## config.mk

```make
export PLATFORM = sky130hd
export DESIGN_NAME = frame_pair_det
export DESIGN_NICKNAME = d
export VERILOG_FILES = /design/src/rtl/fpd_pkg.sv /design/src/rtl/fpd_delay.sv /design/src/rtl/fpd_coinc.sv /design/src/rtl/fpd_inhibit.sv /design/src/rtl/fpd_chain.sv /design/src/rtl/frame_pair_det.sv
export SDC_FILE = /design/constraint.sdc
export NUM_CORES = 1
export LEC_CHECK = 0
export BUFFER_PORTS_ARGS = -buffer_cell sky130_fd_sc_hd__buf_2
export CORE_ASPECT_RATIO = 0.5
export CORE_MARGIN = 1
export CORE_UTILIZATION = 30
export CTS_CLUSTER_SIZE = 24
export DETAILED_ROUTE_END_ITERATION = 8
export GPL_TIMING_DRIVEN = 0
export PLACE_DENSITY = 0.46
export SETUP_SLACK_MARGIN = 0.02
export SYNTH_ARGS = -nofsm -noshare
export SYNTH_HDL_FRONTEND = slang
export SYNTH_SLANG_ARGS = --single-unit
```

## constraint.sdc

```tcl
create_clock -name clk -period 2.8 [get_ports clk]
set_input_delay 0.56 -clock clk [delete_from_list [all_inputs] [get_ports clk]]
set_output_delay 0.56 -clock clk [all_outputs]
set_load 0.01 [all_outputs]
```

## src/rtl/fpd_pkg.sv

```systemverilog
package fpd_pkg;

   // Events produced by the chain resolver, registered once.
   typedef struct packed {
      logic frame;
      logic tent;
      logic confirm;
      logic cancel;
   } fpd_evt_t;

endpackage

```

## src/rtl/fpd_delay.sv

```systemverilog
// Edge/flag delay line; exposes only the oldest WIN taps (the coincidence window).
module fpd_delay #(
   parameter int DEPTH = 169,
   parameter int WIN   = 3
) (
   input  logic           clk,
   input  logic           rst_n,
   input  logic           le_i,
   input  logic           sl_i,
   output logic [WIN-1:0] le_win,
   output logic [WIN-1:0] sl_win
);

   logic [DEPTH-1:0] le_sr;
   logic [DEPTH-1:0] sl_sr;

   // le_sr[k] holds the edge seen k+1 cycles ago.
   always_ff @(posedge clk or negedge rst_n) begin
      if (!rst_n) begin
         le_sr <= '0;
         sl_sr <= '0;
      end else begin
         le_sr <= {le_sr[DEPTH-2:0], le_i};
         sl_sr <= {sl_sr[DEPTH-2:0], sl_i};
      end
   end

   assign le_win = le_sr[DEPTH-1 -: WIN];
   assign sl_win = sl_sr[DEPTH-1 -: WIN];

endmodule

```

## src/rtl/fpd_coinc.sv

```systemverilog
// Coincidence of the current edge with any delayed edge in the window,
// rejecting a pair whose two brackets are both sidelobe pulses.
module fpd_coinc #(
   parameter int WIN = 3
) (
   input  logic           le_i,
   input  logic           sl_i,
   input  logic [WIN-1:0] le_win,
   input  logic [WIN-1:0] sl_win,
   output logic           hit_o
);

   logic [WIN-1:0] pair_ok;

   for (genvar i = 0; i < WIN; i++) begin : g_tap
      assign pair_ok[i] = le_win[i] & ~(sl_win[i] & sl_i);
   end

   assign hit_o = le_i & (|pair_ok);

endmodule

```

## src/rtl/fpd_inhibit.sv

```systemverilog
// Minimum-gap inhibit and long-reply hold-off.
module fpd_inhibit #(
   parameter int MIN_GAP = 3,
   parameter int MS_HOLD = 994
) (
   input  logic clk,
   input  logic rst_n,
   input  logic hdr_i,
   input  logic acc_i,
   output logic inh_o
);

   localparam int GW = $clog2(MIN_GAP + 1);

   logic [GW-1:0] gap_q;
   logic          ms_inh;

   // Cycles since the last accepted frame, saturating at MIN_GAP.
   always_ff @(posedge clk or negedge rst_n) begin
      if (!rst_n) begin
         gap_q <= GW'(MIN_GAP);
      end else if (acc_i) begin
         gap_q <= GW'(1);
      end else if (gap_q < GW'(MIN_GAP)) begin
         gap_q <= gap_q + GW'(1);
      end
   end

   if (MS_HOLD > 0) begin : g_hold
      localparam int MW = $clog2(MS_HOLD + 1);
      logic [MW-1:0] hold_q;
      always_ff @(posedge clk or negedge rst_n) begin
         if (!rst_n) begin
            hold_q <= '0;
         end else if (hdr_i) begin
            hold_q <= MW'(MS_HOLD);
         end else if (hold_q != '0) begin
            hold_q <= hold_q - MW'(1);
         end
      end
      assign ms_inh = hdr_i | (hold_q != '0);
   end else begin : g_nohold
      assign ms_inh = hdr_i;
   end

   assign inh_o = ms_inh | (gap_q < GW'(MIN_GAP));

endmodule

```

## src/rtl/fpd_chain.sv

```systemverilog
// Phantom resolution: one anchor (last accepted frame) plus one pending tentative frame.
module fpd_chain
   import fpd_pkg::*;
#(
   parameter int TENT_WIN = 174
) (
   input  logic     clk,
   input  logic     rst_n,
   input  logic     acc_i,
   output fpd_evt_t evt_o
);

   localparam int SW = $clog2(TENT_WIN + 1);

   logic [SW-1:0] since_q;
   logic          pend_q;
   logic          recent;

   assign recent = since_q < SW'(TENT_WIN);

   always_ff @(posedge clk or negedge rst_n) begin
      if (!rst_n) begin
         since_q <= SW'(TENT_WIN);
         pend_q  <= 1'b0;
         evt_o   <= '0;
      end else begin
         evt_o <= '0;
         if (acc_i) begin
            since_q     <= SW'(1);
            evt_o.frame <= 1'b1;
            if (recent) begin
               evt_o.tent   <= 1'b1;
               evt_o.cancel <= pend_q;
               pend_q       <= 1'b1;
            end else begin
               pend_q <= 1'b0;
            end
         end else begin
            if (recent) begin
               since_q <= since_q + SW'(1);
            end
            if (pend_q && since_q == SW'(TENT_WIN - 1)) begin
               evt_o.confirm <= 1'b1;
               pend_q        <= 1'b0;
            end
         end
      end
   end

endmodule

```

## src/rtl/frame_pair_det.sv

```systemverilog
module frame_pair_det
   import fpd_pkg::*;
#(
   parameter int DLY_MIN  = 167,
   parameter int DLY_MAX  = 169,
   parameter int MIN_GAP  = 3,
   parameter int MS_HOLD  = 994,
   parameter int TENT_WIN = 174,
   parameter int TS_W     = 16
) (
   input  logic            clk,
   input  logic            rst_n,
   input  logic            le_i,
   input  logic            sl_i,
   input  logic            hdr_i,
   output logic            frame_o,
   output logic            tent_o,
   output logic            confirm_o,
   output logic            cancel_o,
   output logic [TS_W-1:0] ts_o
);

   localparam int WIN = DLY_MAX - DLY_MIN + 1;

   if (DLY_MIN < 2 || DLY_MAX < DLY_MIN) begin : g_bad_dly
      $error("frame_pair_det: need 2 <= DLY_MIN <= DLY_MAX");
   end
   if (MIN_GAP < 1) begin : g_bad_gap
      $error("frame_pair_det: MIN_GAP must be at least 1");
   end
   if (TENT_WIN < 2) begin : g_bad_tent
      $error("frame_pair_det: TENT_WIN must be at least 2");
   end
   if (TS_W < 2) begin : g_bad_ts
      $error("frame_pair_det: TS_W must be at least 2");
   end

   logic [WIN-1:0] le_win;
   logic [WIN-1:0] sl_win;
   logic           hit;
   logic           inh;
   logic           acc;
   fpd_evt_t       evt;
   logic [TS_W-1:0] tm_q;

   fpd_delay #(.DEPTH(DLY_MAX), .WIN(WIN)) u_delay (
      .clk    (clk),
      .rst_n  (rst_n),
      .le_i   (le_i),
      .sl_i   (sl_i),
      .le_win (le_win),
      .sl_win (sl_win)
   );

   fpd_coinc #(.WIN(WIN)) u_coinc (
      .le_i   (le_i),
      .sl_i   (sl_i),
      .le_win (le_win),
      .sl_win (sl_win),
      .hit_o  (hit)
   );

   fpd_inhibit #(.MIN_GAP(MIN_GAP), .MS_HOLD(MS_HOLD)) u_inh (
      .clk   (clk),
      .rst_n (rst_n),
      .hdr_i (hdr_i),
      .acc_i (acc),
      .inh_o (inh)
   );

   assign acc = hit & ~inh;

   fpd_chain #(.TENT_WIN(TENT_WIN)) u_chain (
      .clk   (clk),
      .rst_n (rst_n),
      .acc_i (acc),
      .evt_o (evt)
   );

   always_ff @(posedge clk or negedge rst_n) begin
      if (!rst_n) begin
         tm_q <= '0;
         ts_o <= '0;
      end else begin
         tm_q <= tm_q + TS_W'(1);
         if (acc) begin
            ts_o <= tm_q;
         end
      end
   end

   assign frame_o   = evt.frame;
   assign tent_o    = evt.tent;
   assign confirm_o = evt.confirm;
   assign cancel_o  = evt.cancel;

endmodule

```

==> impl_summary.md, run 1 <==
Synthesis
By area the synthesized netlist is led by sky130_fd_sc_hd__dfrtp_1, sky130_fd_sc_hd__dfstp_2, sky130_fd_sc_hd__mux2_4. The fraction of registers with async set or reset after synthesis is 100%. The synthesized design devotes to its leading area cell type 87.4% of total area. The number of enable flip-flop cells after synthesis is 0. The number of different library cells used by synthesis comes to 46.

The area of the mapped netlist is 0.0111 mm². The prevailing post-synth register cell is sky130_fd_sc_hd__dfrtp_1. The count of synthesis-stage warnings from yosys is 0. The post-synthesis sequential element count is 395. The net count after synthesis is 569. The biggest area contributor in the post-synthesis netlist is sky130_fd_sc_hd__dfrtp_1. Counting every instance in the synthesized netlist gives 558. Of the synthesized area, sequential elements account for 89.1%. The average size of a mapped cell is 19.9 µm².

Die
The floorplan die width is 274 µm. The initial utilization of the core area, before any placement, comes to 30.7%. The number of standard-cell rows in the floorplan is 49.

Pin placement for this block handled 25 I/O pins. The die is 138 µm tall. The floorplan step defined a core boundary enclosing 0.0362 mm². The die covers 0.0378 mm².

Cells and area
Once layout is complete, the utilization of the core stands at 36.1%. For this run, the post-layout net count is 634. Compared with the post-synthesis result, the final layout area differs by 17.6%. The final antenna diode count is 0. In the final layout, the share of cells above drive strength 1 is 18.1%.

Clock tree
The root buffer cell chosen for the clock tree is sky130_fd_sc_hd__clkbuf_16. The H-tree was split into 2 levels. The post-CTS setup buffer count is 0. In this run, post-CTS repair resized a total of 0 instances. After clock tree synthesis, the clock-pin slew on the worst setup and hold paths is 0.06 ns. The hold-fix buffer count after cts is 0. Clock latency on the worst-skew pair, taken at its later pin, is 0.51 ns.

TritonCTS built the clock tree. No sink is reached through more buffers than the 3 on the longest clock path. The count of clock tree sinks is 395.

The number of CTS-inserted buffers is 36.

Power
The total power is 10.6 mW. The peak supply drop is 0.337 mV. The leakage power total is 6.48 nW. The share of power burned in registers is 54.7%.

The total power divided by cell area is 815 mW/mm². The switching power share of the total is 20.2%. The fraction of power consumed by combinational cells is 1.5%. Cell internal power was estimated by the tool at 8.50 mW.

In this run the power spent charging and discharging nets is 2.15 mW. The clock network fraction of design power is 43.8%.

GRT
The number of antenna violations at the first check in global routing is 0. For this run, the total global-route usage over all layers was measured as 8.40%. The via count of the first global-routing pass is 4758.

The wire length of the first global-routing pass is 25.5 mm. After global routing the overflow that remains totals 0. The pin count of the biggest net entering global routing is 109.

STA
The post-route fraction of the period consumed by the critical path is 81.0%. The tightest slew margin relative to the limit is 45.4%. The maximum frequency from static timing analysis is 441 MHz. The final-layout setup total negative slack is 0 ns.

Setup violations remaining at the end of the flow were counted as 0. The transition time of the tightest slew-check pin is 0.812 ns. The final critical-path required period is 2.27 ns.

The clock arrives with 0.0112 ns of skew. Setup repair after global routing left no endpoint under its margin. The count of final hold-check violations is 0.

The worst hold slack is 0.0323 ns. The max-slew violation total from the final report is 0.

Job
The tool flagged a number of max-cap violations equal to 0.

Detailed routing
The violation count after the first detailed-routing iteration is 328. The detailed-route wire length per cell is 13.1 µm. Summed over all nets, wire length on met3 after detailed routing comes to 610 µm.

The met2 routed wirelength is 6.19 mm. The highest layer used for signal routing is met4. In the routed layout, each cell is associated on average with a via count of 3.86. Summing over every cut layer, the via total after detailed routing is 4382. The detailed router put a total of 7.73 mm of wire on met1. In the routed design, unresolved DRC markers number 0. The count of nets left with antenna violations once routing finished came out at 0. The pre-antenna-repair detailed-routing pass consisted of 4 iterations.

The total wire length after detailed routing is 14.8 mm.

Worst setup path
The startpoint type of the worst setup path is a register. Of all nets on the critical path, the largest fanout is 10. The slack of the worst reg-to-reg path is 0.53 ns. The critical setup path kind is register to register. The endpoint identified for the worst register-to-register timing path is ts_o[12]. For the worst setup path, the data required time is 3.20 ns. The startpoint identified for the worst register-to-register timing path is u_inh.g_hold.hold_q[0]. The worst setup path is captured at a register. The length in cells of the worst reg-to-reg path is 7. The critical path arrival is 2.66 ns.

Min path
The worst min-delay path class is primary input to asynchronous set/reset pin.

Place
Routability-driven placement finished with a final weighted congestion of 0.707. The count of port buffers added during placement is 24. Detailed placement finished with a half-perimeter wire length of 7.57 mm.

Outcome
The flow ran to the end, and the final reports show no timing, DRC or antenna violations.
==> Yosys cell counts (2+ instances only) <==
master	number
sky130_fd_sc_hd__a21o_1	4
sky130_fd_sc_hd__a21oi_1	13
sky130_fd_sc_hd__and3_1	3
sky130_fd_sc_hd__and4_1	4
sky130_fd_sc_hd__dfrtp_1	388
sky130_fd_sc_hd__dfstp_2	7
sky130_fd_sc_hd__ha_1	6
sky130_fd_sc_hd__inv_1	9
sky130_fd_sc_hd__mux2_2	8
sky130_fd_sc_hd__mux2_4	9
sky130_fd_sc_hd__nand2_1	8
sky130_fd_sc_hd__nand2b_1	3
sky130_fd_sc_hd__nand3_1	13
sky130_fd_sc_hd__nand3b_1	3
sky130_fd_sc_hd__nand4_1	7
sky130_fd_sc_hd__nor2_1	15
sky130_fd_sc_hd__nor2b_1	2
sky130_fd_sc_hd__nor3_1	4
sky130_fd_sc_hd__o21ai_0	5
sky130_fd_sc_hd__or3_1	2
sky130_fd_sc_hd__xnor2_1	15
sky130_fd_sc_hd__xor2_1	6
==> registers in the layout, indices dropped and copies added (netlist names) <==
name,cells
ts_o,16
u_chain.pend_q,1
u_chain.evt_o,4
tm_q,16
u_chain.since_q,8
u_delay.le_sr,169
u_inh.g_hold.hold_q,10
u_inh.gap_q,2
u_delay.sl_sr,169
==> how the worst max path moves through the flow <==
stage	end	cells after the start	start
4_1_cts	ts_o[12]	7	u_inh.g_hold.hold_q[0]
3_3_place_gp	u_delay.le_sr[31]	1	rst_n
2_1_floorplan	ts_o[10]	7	u_inh.g_hold.hold_q[0]
6_report	ts_o[12]	7	u_inh.g_hold.hold_q[0]
3_5_place_dp	ts_o[14]	6	sl_i
5_1_grt	ts_o[13]	7	u_inh.g_hold.hold_q[1]
==> critical path: stages (launching register included) <==
cell and delay, ns:
sky130_fd_sc_hd__dfrtp_1 0.42, sky130_fd_sc_hd__inv_1 0.10, sky130_fd_sc_hd__ha_1 0.15, sky130_fd_sc_hd__nor3b_1 0.45, sky130_fd_sc_hd__and2_2 0.28, sky130_fd_sc_hd__nand4b_4 0.21, sky130_fd_sc_hd__buf_6 0.24, sky130_fd_sc_hd__mux2_4 0.30
==> cell type report <==
cell class / count / area (µm²)
Timing Repair Buffer: 27 / 213
Multi-Input combinational cell: 151 / 1160
Clock buffer: 52 / 1030
Inverter: 9 / 33.8
Fill cell: 3367 / 23100
Tap cell: 484 / 606
Buffer: 3 / 20.0
Sequential cell: 395 / 9890
Clock inverter: 14 / 105
==> layout by cell type (no fill, tap or decap), types with 8 or more instances in the layout <==
master                      synthesis  layout
sky130_fd_sc_hd__inv_1              9       9
sky130_fd_sc_hd__a21oi_1           13      13
sky130_fd_sc_hd__dfrtp_1          388     388
sky130_fd_sc_hd__mux2_4             9       9
sky130_fd_sc_hd__mux2_2             8       8
sky130_fd_sc_hd__nand3_1           13      13
sky130_fd_sc_hd__buf_2              1      24
sky130_fd_sc_hd__nor2_1            15      15
sky130_fd_sc_hd__clkbuf_16          0      37
sky130_fd_sc_hd__nand2_1            8       8
sky130_fd_sc_hd__clkinv_2           0      10
sky130_fd_sc_hd__xnor2_1           15      15
sky130_fd_sc_hd__clkbuf_1           1      11
==> layer usage <==
metal / vias to the layer above / track usage, %
li1: 1968 / -
met1: 2339 / 12.8
met2: 51 / 11.0
met3: 24 / 2.61
met4: 0 / 3.45
met5: - / 0
==> cells by family after synthesis <==
logic type	count (synthesis)	synth area share, %
XOR/XNOR	21	1.66
flip-flops	395	89.1
AO/OA/AOI/OAI	33	1.97
adder cells (fa/ha/maj)	6	0.676
AND/OR/NAND/NOR	73	3.99
buffers and inverters	12	0.484
multiplexers	18	2.12
==> power groups by stage <==
stage,clock [mW],sequential (mW),combinational (mW)
2_1_floorplan,0,5.92,0.0341
3_3_place_gp,0,5.93,0.149
3_5_place_dp,0,5.93,0.172
4_1_cts,4.87,5.83,0.172
5_1_grt,5.09,5.83,0.195
6_report,4.66,5.83,0.161
==> metrics by stage <==
step / std cells / worst slack, ns / area [µm²]
2_1_floorplan: 558 / 0.859 / 11100
3_3_place_gp: 1066 / -5.95 / 11800
3_5_place_dp: 1069 / 0.410 / 11900
4_1_cts: 1135 / 0.459 / 13100
5_1_grt: 1135 / 0.243 / 13100
6_report: 1135 / 0.532 / 13100
(Power assumes the default switching activity.)
==> run 2: changes to the inputs <==
- ABC_AREA: default -> 1
- PLACE_DENSITY: 0.46 -> 0.48
- clock period: 2.8 -> 1.8 ns (I/O delays scaled with it)
==> impl_summary.md, run 2 <==
Outcome
The run finished with clean final reports.

Power
The total power is 17.4 mW (+63%). The switching power share of the total is 19.7% (-0.42 points). The clock network fraction of design power is 46.3% (+2.5 points).

The net switching power of the design is 3.43 mW (+60%). The share of power burned in registers came to 52.1% (-2.6 points). The peak supply drop came to 0.494 mV (+47%). The fraction of power consumed by combinational cells came to 1.6% (about the same).

The leakage power total was 6.78 nW (+4.6%). The total power divided by cell area is 1300 mW/mm² (+59%). The internal power is 14.0 mW (+64%).

Clock tree
The root buffer cell is sky130_fd_sc_hd__clkbuf_16. The deepest clock path buffer count is 3 (unchanged). The TritonCTS clock tree is yes. The count of clock tree sinks came to 395 (unchanged). The number of CTS-inserted buffers is 36 (unchanged). The clock latency on the worst-skew pair is 0.52 ns (about the same).

The depth of the CTS H-tree is 2 (unchanged). The clock-pin slew on the worst setup and hold paths is 0.07 ns (about the same).

Cells and area
The final-stage net count is 718 (+13%). In the layout the commonest cells are sky130_fd_sc_hd__dfrtp_1, sky130_fd_sc_hd__nand2_1, sky130_fd_sc_hd__clkbuf_16, sky130_fd_sc_hd__inv_1. The largest registers in the layout are u_delay.le_sr x169, u_delay.sl_sr x169. The area growth from synthesis to final layout is 19.7%. The number of filler instances in the final layout is 3367 (unchanged). The share of cells above drive strength 1 was 18.6% (+0.51 points). The most common cell after layout, fill and taps aside is sky130_fd_sc_hd__dfrtp_1.

The final antenna diode count was 0 (unchanged).

Worst setup path
The critical path arrival is 2.09 ns (-0.57 ns). In this run the critical register-to-register path is launched from u_inh.g_hold.hold_q[0]. The startpoint type of the worst setup path is a register. STA classifies the critical path endpoint as a register.

The required time of the critical path is 2.24 ns (-0.96 ns). In this run the critical register-to-register path is captured at u_chain.evt_o[0]. The slack of the worst reg-to-reg path was 0.15 ns (-0.38 ns). The critical setup path kind is register to register. The length in cells of the worst reg-to-reg path was 11 (+4). The worst-path maximum fanout came to 7 (-3).

Synthesis
The fraction of registers with async set or reset after synthesis is 100% (unchanged). The post-synthesis cell type count is 31 (-33%). The count of synthesis-stage warnings from yosys is 0 (unchanged).

The post-synthesis sequential element count came to 395 (unchanged). The number of enable flip-flop cells after synthesis came to 0 (unchanged). In the post-synthesis netlist, the biggest area contributors are sky130_fd_sc_hd__dfrtp_1, sky130_fd_sc_hd__nand2_1, sky130_fd_sc_hd__dfstp_2.

The net count after synthesis is 646 (+14%). The top cell type's share of synthesized area is 86.7% (-0.70 points). The area of the mapped netlist came to 0.0112 mm² (+0.81%). Summed over all instances, the cell type with the most area after synthesis is sky130_fd_sc_hd__dfrtp_1.

Sorting the synthesized cells by how often they occur yields sky130_fd_sc_hd__dfrtp_1, sky130_fd_sc_hd__nand2_1, sky130_fd_sc_hd__inv_1. By instance count, the leading cell after synthesis is sky130_fd_sc_hd__dfrtp_1. The most used flip-flop cell after synthesis is sky130_fd_sc_hd__dfrtp_1. The sequential-to-total area share from yosys stat came to 88.4% (-0.72 points). The synthesized netlist cell count is 635 (+14%).

The average size of a mapped cell was 17.6 µm² (-11%).

Min path
The tightest min-delay check is of the primary input to register type. The endpoint with the worst hold slack is u_inh.g_hold.hold_q[3]. The critical hold path startpoint is hdr_i. The count of cells along the worst hold path is 2.

Detailed routing
The length of the first detailed-routing pass in iterations is 4 (unchanged). The total wire length after detailed routing is 15.2 mm (+2.8%). The violation count after the first detailed-routing iteration is 313 (-4.6%). The detailed-route wire length per cell came to 12.5 µm (-4.3%). The residual antenna-violating net count after detailed routing was 0 (unchanged). The detail-routed via count per cell was 3.89 (+0.69%).

The DRC violation count after routing is 0 (unchanged). The via count was 4739 (+8.1%).

STA
The number of setup violations in the final report is 0 (unchanged). The post-route fraction of the period consumed by the critical path is 91.7% (+11 points). The worst hold slack was 0.0783 ns (+0.0460 ns). The final critical-path required period is 1.65 ns (-0.618 ns). Setup repair after global routing left no endpoint under its margin. The maximum frequency from static timing analysis is 606 MHz (+37%). The transition time of the tightest slew-check pin came to 0.598 ns (-0.214 ns). The count of final hold-check violations came to 0 (unchanged). The clock skew after layout was 0.0160 ns (+0.00482 ns). The tightest slew margin relative to the limit is 60.1% (+15 points).

The max-slew violation total from the final report is 0 (unchanged).

GRT
The global-route congestion overflow total is 0 (unchanged). The via count of the first global-routing pass is 5025 (+5.6%). The pin count of the biggest net entering global routing is 131 (+20%). The wire length of the first global-routing pass is 26.6 mm (+4.5%).

The overall track demand over capacity in global routing is 8.60% (+0.20 points). The number of antenna violations at the first check in global routing is 0 (unchanged).

Die
The placeable core region is 0.0364 mm² (+0.51%). The top-level port count came to 25 (unchanged). The floorplan die width came to 275 µm (+0.40%). The die outline area came to 0.0381 mm² (+0.80%). The vertical extent of the die is 139 µm (+0.40%). The number of standard-cell rows in the floorplan is 49 (unchanged).

The initial core utilization is 30.8% (+0.093 points).

Place
The total half-perimeter wirelength after legalization and detailed placement is 7.92 mm (+4.6%). The count of port buffers added during placement is 24 (unchanged). The placer's final routability congestion estimate came to 0.780 (+10%).

Job
The number of max-cap violations came to 0 (unchanged).
-- run 2: cell types whose count changed after synthesis, moves of 8 or more --
cell,change
sky130_fd_sc_hd__nand2_1,+67
sky130_fd_sc_hd__inv_1,+24
sky130_fd_sc_hd__xnor2_1,-13
sky130_fd_sc_hd__nand2_2,+10
sky130_fd_sc_hd__mux2_4,-9
sky130_fd_sc_hd__nor2_1,+9
sky130_fd_sc_hd__o21ai_2,+9
sky130_fd_sc_hd__xor2_1,+9
sky130_fd_sc_hd__mux2_2,-8
-- run 2: stage by stage --
step	setup WS (ns)	utilization, %	area [µm²]	std cells	setup TNS (ns)
after global routing	0.0285	36.8	13400	1219	0
final	0.150	36.8	13400	1219	0
after detailed placement	-0.0109	33.0	12000	1146	-0.0645
after CTS	0.0257	36.7	13400	1216	0
after global placement	-6.64	32.8	11900	1143	-2591.76
after floorplan	0.222	-	11200	635	0
-- run 2: final cells by class --
class / instances / area (µm²) / area share (%)
well taps: 484 / 606 / 4.52
multi-input cells: 200 / 1130 / 8.43
flip-flops and latches: 395 / 9890 / 73.9
clock inverters: 16 / 267 / 1.99
clock buffers: 50 / 1020 / 7.64
plain buffers: 3 / 33.8 / 0.252
inverters: 37 / 140 / 1.05
repair buffers: 34 / 303 / 2.26
-- run 2: logic make-up (layout without fill, tap and decap cells) --
logic type                 after synthesis  in the layout  share of synthesized area [%]
DFF                                    395            395                           88.4
adders and majority gates                6              6                          0.671
xor gates and xnor gates                17             17                           1.33
AOI/OAI and AO/OA                       23             23                           1.37
buffers and inverters                   40            140                           1.55
and+or+nand+nor                        154            154                           6.68
-- run 2: how the worst max path moves through the flow --
stage	startpoint	endpoint	slack [ns]	depth (start not counted)
CTS	u_inh.g_hold.hold_q[0]	u_chain.evt_o[0]	0.03	11
global placement	rst_n	u_delay.sl_sr[141]	-6.64	1
detailed placement	u_inh.g_hold.hold_q[0]	ts_o[13]	-0.01	10
floorplan	u_inh.g_hold.hold_q[0]	ts_o[8]	0.22	10
finish	u_inh.g_hold.hold_q[0]	u_chain.evt_o[0]	0.15	11
global route	u_inh.g_hold.hold_q[0]	u_chain.evt_o[0]	0.03	11
-- run 2: power by group through the flow --
| stage | combinational [mW] | clock [mW] | sequential (mW) |
|---|---|---|---|
| finish | 0.278 | 8.06 | 9.06 |
| global route | 0.331 | 8.74 | 9.07 |
| CTS | 0.286 | 8.40 | 9.06 |
| detailed placement | 0.280 | 0 | 9.22 |
| global placement | 0.244 | 0 | 9.23 |
| floorplan | 0.0643 | 0 | 9.21 |
-- run 2: per-layer routing --
layer	share of wire [%]	track usage, %
met1	51	13.3
met2	41	11.2
met3	4.7	2.39
met4	2.8	3.43
met5	0	0
-- run 2: timing repair --
| item | 4_1_cts | 5_1_grt |
|---|---|---|
| pin swaps | 0 | 2 |
| endpoints found under the setup margin | 19 | 158 |
| gates cloned | 0 | 1 |
| buffers inserted | 1 | 2 |
| hold endpoints to repair | 35 | 0 |
| hold buffers | 3 | 0 |
| resized for setup | 0 | 3 |
-- run 2: worst max-delay path: stages (launching register included) --
cell                      delay (ns)
sky130_fd_sc_hd__dfrtp_1        0.39
sky130_fd_sc_hd__inv_2          0.09
sky130_fd_sc_hd__ha_1           0.15
sky130_fd_sc_hd__inv_1          0.04
sky130_fd_sc_hd__nor2_2         0.11
sky130_fd_sc_hd__nand3_4        0.10
sky130_fd_sc_hd__nor2_8         0.15
sky130_fd_sc_hd__nand3_4        0.16
sky130_fd_sc_hd__buf_12         0.19
sky130_fd_sc_hd__nor2_4         0.08
sky130_fd_sc_hd__inv_2          0.04
sky130_fd_sc_hd__nor2_1         0.07
==> run 3: changes to the inputs <==
- CTS_CLUSTER_DIAMETER: default -> 200
- PLACE_DENSITY: 0.48 -> 0.46
- clock period: 1.8 -> 2.05 ns (I/O delays scaled with it)
==> impl_summary.md, run 3 (synthesis results as in run 2) <==
GRT
The most used routing layer is met1. The pin count of the biggest net entering global routing is 136 (+3.8%). The global-route congestion overflow total is 0 (unchanged). The overall track demand over capacity in global routing is 8.18% (-0.42 points). The met3 demand-to-capacity share in global routing is 2.32% (-0.069 points). The wire length of the first global-routing pass is 25.3 mm (-5.0%). The via count of the first global-routing pass is 4709 (-6.3%). The met2 layer usage reported by global route is 10.6% (-0.60 points). The number of antenna violations at the first check in global routing is 0 (unchanged). The met1 demand-to-capacity share in global routing is 13.2% (-0.13 points).

STA
The maximum frequency from static timing analysis is 546 MHz (-9.8%). The count of final hold-check violations is 0 (unchanged). The number of setup violations in the final report is 0 (unchanged). The post-route fraction of the period consumed by the critical path is 89.3% (-2.4 points). The tightest slew margin relative to the limit is 62.7% (+2.6 points).

The transition time of the tightest slew-check pin came to 0.560 ns (-0.0383 ns). The clock skew after layout is 0.0226 ns (+0.00658 ns). The setup slack after layout is 0.220 ns (+0.0704 ns). The final critical-path required period is 1.83 ns (+0.180 ns). The max-slew violation total from the final report is 0 (unchanged). Setup repair after global routing left no endpoint under its margin.

Clock tree
TritonCTS built the clock tree. The tree is rooted in a sky130_fd_sc_hd__clkbuf_16. The clock-pin slew on the worst setup and hold paths came to 0.09 ns (+0.02 ns). The count of instances resized after the clock tree is built was 0 (unchanged). The number of CTS-inserted buffers was 20 (-44%). The count of clock tree sinks is 395 (unchanged). The deepest clock path buffer count was 3 (unchanged).

The depth of the CTS H-tree came to 1 (-1). The clock latency on the worst-skew pair is 0.53 ns (about the same).

Place
The placer's final routability congestion estimate is 0.725 (-7.1%). The total half-perimeter wirelength after legalization and detailed placement was 7.93 mm (+0.15%). The number of placed instances with taps included is 1146 (unchanged).

The count of port buffers added during placement is 24 (unchanged). The placement-stage worst setup slack is 0.109 ns (+0.120 ns).

Cells and area
Leaving out fill and tap cells, the most frequent cells in the layout are sky130_fd_sc_hd__dfrtp_1, sky130_fd_sc_hd__nand2_1, sky130_fd_sc_hd__inv_1, sky130_fd_sc_hd__nor2_1, sky130_fd_sc_hd__buf_2. The number of filler instances in the final layout was 3407 (+1.2%). The final instance count without filler cells is 1176 (-3.5%). The final antenna diode count is 0 (unchanged). The share of cells above drive strength 1 is 13.6% (-5.1 points). In the final layout, the registers with the most flip-flops are u_delay.le_sr x169, u_delay.sl_sr x169. Leaving out fill and tap cells, the most frequent cell in the layout is sky130_fd_sc_hd__dfrtp_1. The final-stage net count came to 697 (-2.9%). Compared with the post-synthesis result, the final layout area differs by 12.7%.

Worst setup path
The worst-path maximum fanout is 10 (+3). The critical path is of the register to register type. The endpoint type of the worst setup path is a register.

The slack of the worst reg-to-reg path is 0.22 ns (+0.07 ns). The required time of the critical path is 2.45 ns (+0.21 ns). STA classifies the critical path startpoint as a register.

The critical path arrival came to 2.23 ns (+0.14 ns).

Power
The peak supply drop came to 0.498 mV (+0.74%). The total power divided by cell area is 981 mW/mm² (-25%). The leakage power total is 6.39 nW (-5.7%).

Die
The vertical extent of the die came to 139 µm (unchanged). The initial core utilization is 30.8% (unchanged). The placeable core region is 0.0364 mm² (unchanged). The number of standard-cell rows in the floorplan was 49 (unchanged). The top-level port count is 25 (unchanged). The die outline area is 0.0381 mm² (unchanged). The floorplan die width came to 275 µm (unchanged).

Detailed routing
The detailed-route wire length per cell is 12.6 µm (+0.75%). The residual antenna-violating net count after detailed routing was 0 (unchanged). The length of the first detailed-routing pass in iterations is 4 (unchanged). The via count was 4488 (-5.3%). The total wire length after detailed routing was 14.8 mm (-2.8%).

The DRC violation count after routing came to 0 (unchanged). The detail-routed via count per cell is 3.82 (-1.8%). The violation count after the first detailed-routing iteration came to 345 (+10%).

Job
The number of max-cap violations was 0 (unchanged).

Outcome
The run finished with clean final reports.

Min path
The path class of the tightest hold or removal check is primary input to register.
## run 3: cell count changes in the layout (fill, tap and decap cells not counted), moves of 2 or more
cell | before | now
sky130_fd_sc_hd__inv_1 | 31 | 33
sky130_fd_sc_hd__clkinv_2 | 6 | 1
sky130_fd_sc_hd__bufinv_16 | 6 | 0
sky130_fd_sc_hd__buf_4 | 2 | 0
sky130_fd_sc_hd__clkbuf_16 | 37 | 22
sky130_fd_sc_hd__clkbuf_8 | 7 | 0
sky130_fd_sc_hd__dlygate4sd3_1 | 3 | 1
sky130_fd_sc_hd__inv_2 | 5 | 3
## run 3: per-stage QoR
stage                     util (%)   TNS, ns  area [µm²]  hold slack (ns)  total power [mW]
final                         34.7         0       12600           0.0696              12.4
after global routing          34.7         0       12600           0.0424              12.9
after CTS                     34.6         0       12600           0.0505              12.6
after detailed placement      33.0         0       12000            0.335              8.34
after global placement        32.8  -2518.58       11900            0.335              8.32
after floorplan                  -         0       11200            0.114              8.14
## run 3: path summary, 6_finish.rpt
path	startpoint	end	cells after the start
min	sl_i	u_delay.sl_sr[0]	1
max in group asynchronous	rst_n	u_delay.sl_sr[114]	4
min reg2reg	u_delay.le_sr[57]	u_delay.le_sr[58]	0
max	u_inh.g_hold.hold_q[0]	ts_o[9]	10
min in group asynchronous	rst_n	u_delay.sl_sr[140]	2
max reg2reg	u_inh.g_hold.hold_q[0]	ts_o[9]	10
## run 3: report_power, final
part	total, mW	leakage, nW	internal [mW]	switching, mW
sequential	7.94	5.22	7.90	0.0442
clock	4.18	0.273	1.89	2.29
combinational	0.243	0.901	0.0518	0.191
total	12.4	6.39	9.84	2.52
## run 3: layout make-up
cell class | instances | area (µm²) | share of cell area [%]
buffer | 3 | 33.8 | 0.268
clock buffer | 27 | 548 | 4.35
clock inverter | 1 | 16.3 | 0.129
inverter | 37 | 140 | 1.11
multi-input combinational | 200 | 1130 | 8.93
sequential | 395 | 9890 | 78.5
tap | 484 | 606 | 4.80
timing repair buffer | 29 | 248 | 1.96
## run 3: metal layers
layer | vias up | part of all wire [%]
met3 | 20 | 4.4
met2 | 38 | 39
met5 | - | 0
li1 | 2068 | -
met4 | 0 | 1.8
met1 | 2362 | 54
## run 3: timing repair
item,in CTS,in global routing
setup endpoints to repair,0,135
hold buffers,1,0
hold endpoints to repair,72,0
setup buffers,0,0
## run 3: worst max-delay path, cell delays in order, from the launching register on
cell	delay, ns
sky130_fd_sc_hd__dfrtp_1	0.39
sky130_fd_sc_hd__inv_1	0.14
sky130_fd_sc_hd__ha_1	0.17
sky130_fd_sc_hd__inv_1	0.04
sky130_fd_sc_hd__nor2_1	0.17
sky130_fd_sc_hd__nand3_4	0.12
sky130_fd_sc_hd__nor2_8	0.15
sky130_fd_sc_hd__nand3_4	0.19
sky130_fd_sc_hd__buf_6	0.23
sky130_fd_sc_hd__nand2_2	0.07
sky130_fd_sc_hd__o21ai_2	0.05
